<file path="config.mk">
export PLATFORM = sky130hd
export DESIGN_NAME = mux_fn_cell
export DESIGN_NICKNAME = d
export VERILOG_FILES = /design/src/rtl/mfc_pkg.sv /design/src/rtl/mfc_tt_fold.sv /design/src/rtl/mfc_residue_store.sv /design/src/rtl/mfc_row_mux.sv /design/src/rtl/mux_fn_cell.sv
export SDC_FILE = /design/constraint.sdc
export NUM_CORES = 1
export LEC_CHECK = 0
export BUFFER_PORTS_ARGS = -buffer_cell sky130_fd_sc_hd__buf_2
export CAP_MARGIN = 30
export CORE_MARGIN = 3
export CORE_UTILIZATION = 53
export DETAILED_ROUTE_END_ITERATION = 10
export PLACE_DENSITY = 0.88
export SLEW_MARGIN = 20
export SYNTH_ARGS = -nofsm -noshare
export SYNTH_HDL_FRONTEND = slang
export SYNTH_HIERARCHICAL = 1
export SYNTH_SLANG_ARGS = --single-unit
</file>
<file path="constraint.sdc">
create_clock -name clk -period 1.5 [get_ports clk]
set_input_delay 0.3 -clock clk [delete_from_list [all_inputs] [get_ports clk]]
set_output_delay 0.3 -clock clk [all_outputs]
set_load 0.005 [all_outputs]
</file>
<file path="src/rtl/mfc_pkg.sv">
// Package: shared residue encoding and helpers for the function cell.
// Assumes a residue is two bits and that a row pair is (data var = 0, data var = 1).
package mfc_pkg;

    typedef enum logic [1:0] {
        RES_ZERO   = 2'b00,
        RES_ONE    = 2'b01,
        RES_DATA   = 2'b10,
        RES_DATA_N = 2'b11
    } residue_e;

    // Reduce two truth-table rows (data var 0, data var 1) to a residue.
    function automatic residue_e fold_pair(input logic at0, input logic at1);
        case ({at0, at1})
            2'b00:   return RES_ZERO;
            2'b11:   return RES_ONE;
            2'b01:   return RES_DATA;
            default: return RES_DATA_N;
        endcase
    endfunction

    // Evaluate a residue against the data variable.
    function automatic logic eval_residue(input logic [1:0] code, input logic dvar);
        case (code)
            RES_ZERO:   return 1'b0;
            RES_ONE:    return 1'b1;
            RES_DATA:   return dvar;
            default:    return ~dvar;
        endcase
    endfunction

endpackage

</file>
<file path="src/rtl/mfc_tt_fold.sv">
// Module: derives one residue per row from a full truth table.
// Assumes bit i of the table is the function at minterm i; purely combinational.
module mfc_tt_fold #(
    parameter int NVARS = 4
) (
    input  logic [(2**NVARS)-1:0]       tt_bits,
    output logic [2*(2**(NVARS-1))-1:0] folded
);
    import mfc_pkg::*;

    localparam int ROWS = 2**(NVARS-1);

    // One fold per row pair.
    for (genvar k = 0; k < ROWS; k++) begin : g_fold
        assign folded[2*k +: 2] = fold_pair(tt_bits[2*k], tt_bits[2*k+1]);
    end

endmodule

</file>
<file path="src/rtl/mfc_residue_store.sv">
// Module: holds the residue registers, written per row or all at once.
// Assumes a synchronous active-low reset; a table load outranks a row write.
module mfc_residue_store #(
    parameter int NVARS = 4
) (
    input  logic                         clk,
    input  logic                         rst_n,
    input  logic                         tt_we,
    input  logic [2*(2**(NVARS-1))-1:0]  folded,
    input  logic                         cfg_we,
    input  logic [NVARS-2:0]             cfg_row,
    input  logic [1:0]                   cfg_code,
    output logic [2*(2**(NVARS-1))-1:0]  codes
);
    localparam int SEL_W = NVARS - 1;
    localparam int ROWS  = 2**SEL_W;

    for (genvar k = 0; k < ROWS; k++) begin : g_row
        // Per-row register: reset, table load, then addressed write.
        always_ff @(posedge clk) begin
            if (!rst_n) begin
                codes[2*k +: 2] <= 2'b00;
            end else if (tt_we) begin
                codes[2*k +: 2] <= folded[2*k +: 2];
            end else if (cfg_we && (cfg_row == SEL_W'(k))) begin
                codes[2*k +: 2] <= cfg_code;
            end
        end

        // a row write leaves the other rows untouched.
        p_row_hold_r4: assert property (@(posedge clk) disable iff (!rst_n)
            (cfg_we && !tt_we && (cfg_row != SEL_W'(k))) |=> $stable(codes[2*k +: 2]));

        // the addressed row takes the written code.
        p_row_write_r4: assert property (@(posedge clk) disable iff (!rst_n)
            (cfg_we && !tt_we && (cfg_row == SEL_W'(k))) |=> (codes[2*k +: 2] == $past(cfg_code)));
    end

    // reset clears every row.
    p_reset_clear_r1: assert property (@(posedge clk)
        !rst_n |=> (codes == '0));

    // a table load beats a simultaneous row write.
    p_tt_wins_r6: assert property (@(posedge clk) disable iff (!rst_n)
        (tt_we && cfg_we) |=> (codes == $past(folded)));

    // no write, no change.
    p_idle_hold_r7: assert property (@(posedge clk) disable iff (!rst_n)
        (!tt_we && !cfg_we) |=> $stable(codes));

endmodule

</file>
<file path="src/rtl/mfc_row_mux.sv">
// Module: the folded multiplexer; selects a row and evaluates its residue.
// Assumes vars_in[0] is the data variable and the upper bits index the row.
module mfc_row_mux #(
    parameter int NVARS = 4
) (
    input  logic [2*(2**(NVARS-1))-1:0] codes,
    input  logic [NVARS-1:0]            vars_in,
    output logic                        f_out
);
    import mfc_pkg::*;

    localparam int SEL_W = NVARS - 1;

    logic [SEL_W-1:0] row_sel;
    logic [1:0]       row_code;

    // Pick the row by the select variables and resolve its residue.
    always_comb begin
        row_sel  = vars_in[NVARS-1:1];
        row_code = codes[2*row_sel +: 2];
        f_out    = eval_residue(row_code, vars_in[0]);
    end

endmodule

</file>
<file path="src/rtl/mux_fn_cell.sv">
// Module: top of the function cell; wires fold, store and multiplexer.
// Assumes 2 <= NVARS <= 6; output is combinational from vars_in once configured.
module mux_fn_cell #(
    parameter int NVARS = 4
) (
    input  logic                    clk,
    input  logic                    rst_n,
    input  logic                    cfg_we,
    input  logic [NVARS-2:0]        cfg_row,
    input  logic [1:0]              cfg_code,
    input  logic                    tt_we,
    input  logic [(2**NVARS)-1:0]   tt_bits,
    input  logic [NVARS-1:0]        vars_in,
    output logic                    f_out
);
    import mfc_pkg::*;

    localparam int SEL_W = NVARS - 1;
    localparam int ROWS  = 2**SEL_W;
    localparam int TT_W  = 2**NVARS;

    if (NVARS < 2 || NVARS > 6) begin : g_bad_nvars
        $error("mux_fn_cell: NVARS must be 2..6");
    end

    logic [2*ROWS-1:0] folded;
    logic [2*ROWS-1:0] codes;

    mfc_tt_fold #(.NVARS(NVARS)) i_fold (
        .tt_bits (tt_bits),
        .folded  (folded)
    );

    mfc_residue_store #(.NVARS(NVARS)) i_store (
        .clk      (clk),
        .rst_n    (rst_n),
        .tt_we    (tt_we),
        .folded   (folded),
        .cfg_we   (cfg_we),
        .cfg_row  (cfg_row),
        .cfg_code (cfg_code),
        .codes    (codes)
    );

    mfc_row_mux #(.NVARS(NVARS)) i_mux (
        .codes   (codes),
        .vars_in (vars_in),
        .f_out   (f_out)
    );

    logic [SEL_W-1:0] chk_sel;
    logic [1:0]       chk_code;

    // Observe the stored code the multiplexer should be using.
    always_comb begin
        chk_sel  = vars_in[NVARS-1:1];
        chk_code = codes[2*chk_sel +: 2];
    end

    // a data-variable residue passes vars_in[0].
    p_data_pass_r3: assert property (@(posedge clk) disable iff (!rst_n)
        (chk_code == RES_DATA) |-> (f_out == vars_in[0]));

    // an inverted residue passes ~vars_in[0].
    p_data_inv_r3: assert property (@(posedge clk) disable iff (!rst_n)
        (chk_code == RES_DATA_N) |-> (f_out != vars_in[0]));

    // after a table load the output matches the table at the minterm.
    p_tt_load_r5: assert property (@(posedge clk) disable iff (!rst_n)
        tt_we |=> (f_out == |(($past(tt_bits) >> vars_in) & TT_W'(1))));

endmodule

</file>
Word level (Yosys, flattened, before mapping)
Cells that the tools add are included.
- bits of input ports: 29
- bits in registers: 16
- word-level logic and storage cells: 86
- reduce and logical (&&, ||, !) cells: 26
- shifts and indexed selects: 1
- equal/unequal tests: 25
- bitwise logic cells: 1
- muxes and demuxes: 25
- operators by type and width (cell ; number):
    2-bit one-hot mux with 3 select lines ; 8
    2-bit two-way mux ; 16
    2-bit by 1-bit == test with 1-bit output, second input constant ; 9
    2-bit == test, second input constant ; 9
    2-bit zero test ; 9
    2-bit nonzero test ; 8
    16-bit by 5-bit variable part select with 2-bit output ; 1
    3-bit == test, second input constant ; 4
    1-bit logical AND ; 8
    3-bit by 2-bit == test with 1-bit output, second input constant ; 2
    3-bit by 1-bit == test with 1-bit output, second input constant ; 1
    3-bit zero test ; 1
    1-bit one-hot mux with 3 select lines ; 1
    1-bit NOT ; 1

Logic depth before layout (Yosys ltp)
- depth after elaboration: 4
- gate-level depth with buffers: 6

By module
The synthesis kept the hierarchy.
- modules (own cells, without submodules) (module ; seq. area each (µm²) ; cells each ; instances ; area an instance (µm²)):
    mfc_residue_store ; 320.3 ; 78 ; 1 ; 838.3
    mfc_tt_fold ; 0.0 ; 40 ; 1 ; 310.3
    mfc_row_mux ; 0.0 ; 11 ; 1 ; 147.6

Worst setup path after synthesis
OpenSTA, ideal clock, no wires.
- path kind: input-to-output
- start point: input port vars_in[1]
- end point: output port f_out
- data arrival time: 1157 ps
- stages on the path: 3
- setup slack: 43 ps
- path through: mux4_1 -> mux2i_1 -> xor2_1
- word-level cells in the longest chain between the ends: 3
- ends and longest elaborated chain (what ; RTL line ; RTL):
    start, declared ; mux_fn_cell.sv:13 ; input logic [NVARS-1:0] vars_in,
    16-bit by 5-bit variable part select with 2-bit output (*) ; -- ;
    2-bit == test, or another cell as far along ; mfc_pkg.sv:24 ; case (code)
    1-bit one-hot mux with 3 select lines (*) ; mfc_pkg.sv:24 ;
    end, declared ; mux_fn_cell.sv:14 ; output logic f_out
Every way passes the cells marked *; elsewhere a longest branch is shown, timed or not.

Worst setup path after layout
- start point: register i_store.codes[7]
- end point: output port f_out
- word-level cells in the longest chain between the ends: 3
- ends and longest elaborated chain (what ; RTL line ; RTL):
    start, declared ; mfc_residue_store.sv:13 ; output logic [2*(2**(NVARS-1))-1:0] codes
    start signal, assigned by index ; mfc_residue_store.sv:24 ; codes[2*k +: 2] <= folded[2*k +: 2];
    start signal, assigned by index ; mfc_residue_store.sv:26 ; codes[2*k +: 2] <= cfg_code;
    16-bit by 5-bit variable part select with 2-bit output (*) ; -- ;
    2-bit == test, or another cell as far along ; mfc_pkg.sv:24 ;
    1-bit one-hot mux with 3 select lines (*) ; mfc_pkg.sv:24 ;
Marks and branches as above.

==> flow_metrics.tcl <==
set metrics [dict create \
    antenna_found_initial 0 \
    dr_total_vias 1141 \
    final_area_mm2 0.00152 \
    rows 17 \
    synth_seq_area_share_pct 24.7 \
    diodes 0 \
    wl_met2_um 1420 \
    r2r_slack_ns 0.69 \
    clkSinkCount 16 \
    cts_made_buffers 3 \
    setup.worst_path.end_class "primary output" \
    grt_pass1_vias 1029 \
    status "finished with violations" \
    fmax_mhz 514 \
    nNetsFinal 207 \
    gp_congestion 0.816 \
    min-delay-start "rst_n" \
    synth_area_mm2 0.00130 \
    hp-class "primary input to flip-flop" \
    drv_slew 0 \
    synth_nets 174 \
    regMostFlops "i_store/codes" \
    drtPass1Iterations 4 \
    grt.total_usage_pct 19.7 \
    fin_total_pwr_mw 1.07 \
    post-place-ws_ns -0.296 \
    clkLatencyLatePin_ns 0.29 \
    drt_wl_total_um 3010 \
    fin_crit_ns 1.95 \
    failed_checks "setup timing" \
    dieArea_mm2 0.00308 \
    wl_per_cell_um 15.9 \
    syn_area_per_cell_um2 10.0 \
    core-area_mm2 0.00228 \
    clk_pin_slew_ns 0.09 \
    ys_types 24 \
    drc 0 \
    drive_above_1_share_pct 32.9 \
    clockRootBuffer "clkbuf_4" \
    grt_max_degree 25 \
    clockBufferDepth 2 \
    start_util_pct 57.0 \
    finalCoreUtilization_pct 66.8 \
    period_share_pct 130 \
    cts_max_level 1 \
    ant_nets 0 \
    setup_viol 1 \
    largest_register_ffs 16 \
    max-vdd-ir-drop_v 0.000776 \
    overflow 0 \
    fin_cells 189 \
    first_iter_violations 23 \
    rr_startpoint "i_store/codes[7]" \
    hold_viol_final 0 \
    top_regs "i_store/codes: 16 flops" \
    synth_cells 129 \
    portBuffers 29 \
    tritoncts "built" \
    place_inst 185 \
    ys_seq_elements 16 \
    worst_pin_slew_ns 0.552 \
    required_ns 1.20 \
    relSlewSlack_pct 63.2 \
    finClkSkew_ns 0 \
    cp_data_arrival_time_ns 1.65 \
    die_x_um 55.5 \
    top_layer_used "met4" \
    crit_fanout 2 \
    dr_wl_met3_um 186 \
    wl_met1_um 1340 \
    area.growth.synth_to_final_pct 17.3 \
    hpwl_um 2440 \
    ios 30 \
    timing.final.ws_setup_ns -0.446 \
    startpoint_type "flip-flop" \
    fp.dieH_um 55.5 \
    critical_path_class "flip-flop to primary output" \
    startpoint "i_store/codes[7]" \
    post_dp_cell_area_mm2 0.00148 \
    max-cap-violations 0 \
    power_leakage_nw 0.810 \
    power.density_mw_per_mm2 705 \
    rsz0062_at_grt "yes" \
    grt_pass1_wl_um 4870 \
    via_per_inst 6.04 \
    yosys_warnings 6 \
    cts_hold_buf 0 \
]
-- cell families (layout without fill, tap and decap cells) --
logic type      count (synthesis)  after routing  share of synthesized area [%]
xor+xnor                        1              1                          0.676
fa+ha+maj                      16             16                           15.4
mux                            22             22                           20.6
simple gates                   17             17                           11.0
compound gates                 35             35                           20.3
flops                          16             16                           24.7
buf+inv                        22             54                           7.34
-- worst paths after layout --
check / depth (start not counted) / end
setup reg to reg: 1 / i_store/codes[7]
setup / recovery: 5 / f_out
hold / removal: 2 / i_store/codes[6]
hold reg to reg: 1 / i_store/codes[1]
-- cell usage after synthesis --
library cell / instances / share of area [%]
xor2_1: 1 / 0.68
or2_1: 8 / 3.9
mux2_2: 1 / 0.87
mux2i_1: 18 / 14
dfxtp_1: 16 / 25
o31a_2: 1 / 0.77
a21oi_1: 2 / 0.77
nand2_1: 1 / 0.29
mux4_2: 1 / 1.7
nor4b_2: 1 / 1.2
and4b_1: 3 / 2.3
buf_6: 1 / 0.87
a41o_1: 1 / 0.77
buf_2: 1 / 0.39
mux4_1: 2 / 4.1
ha_1: 16 / 15
clkbuf_1: 3 / 0.87
inv_1: 16 / 4.6
nand2b_1: 1 / 0.48
o311a_1: 14 / 11
buf_4: 1 / 0.58
and4bb_2: 3 / 2.9
o211ai_2: 1 / 0.97
o21ai_0: 16 / 6.2
-- final cells by class --
class / count / area, um2
clock buffers: 4 / 36.3
multi-input cells: 91 / 881
fillers: 175 / 756
flip-flops and latches: 16 / 325
repair buffers: 34 / 183
inverters: 16 / 60.1
well taps: 28 / 35.0
-- stage by stage --
stage	hold slack (ns)	setup TNS, ns
detailed placement	0.513	-0.296
CTS	0.375	-0.451
global placement	0.506	-0.211
floorplan	0.431	0
finish	0.380	-0.446
global route	0.388	-0.481
-- layout by cell type (no fill, tap or decap), drive strengths merged --
master / n
or2: 8
nand2b: 1
mux2: 1
ha: 16
and4b: 3
nor4b: 1
mux2i: 18
nand2: 1
xor2: 1
a41o: 1
buf: 34
and4bb: 3
clkbuf: 4
o21ai: 16
o31a: 1
dfxtp: 16
inv: 16
o211ai: 1
a21oi: 2
o311a: 14
mux4: 3
-- critical path, cell delays in order (launching register included) --
cell	delay, ns
dfxtp_2	0.34
mux4_2	0.45
nand2b_4	0.16
o211ai_2	0.08
xor2_1	0.19
buf_2	0.14
-- power breakdown --
part	leakage [nW]	switching [mW]	internal [mW]	total (mW)
sequential	0.134	0.0249	0.463	0.488
combinational	0.655	0.146	0.154	0.300
clock	0.0210	0.136	0.148	0.284
total	0.810	0.307	0.765	1.07
-- per-layer routing --
metal | up-vias | GRT usage [%]
li1 | 551 | -
met1 | 529 | 26.1
met2 | 51 | 31.3
met3 | 10 | 3.97
met4 | 0 | 7.64
met5 | - | 0
-- what timing repair did --
action,4_1_cts,5_1_grt
pin swaps,1,1
endpoints found under the setup margin,1,1
gates cloned,0,0
setup buffers,0,0
resized for setup,4,3
(Power assumes the default switching activity.)
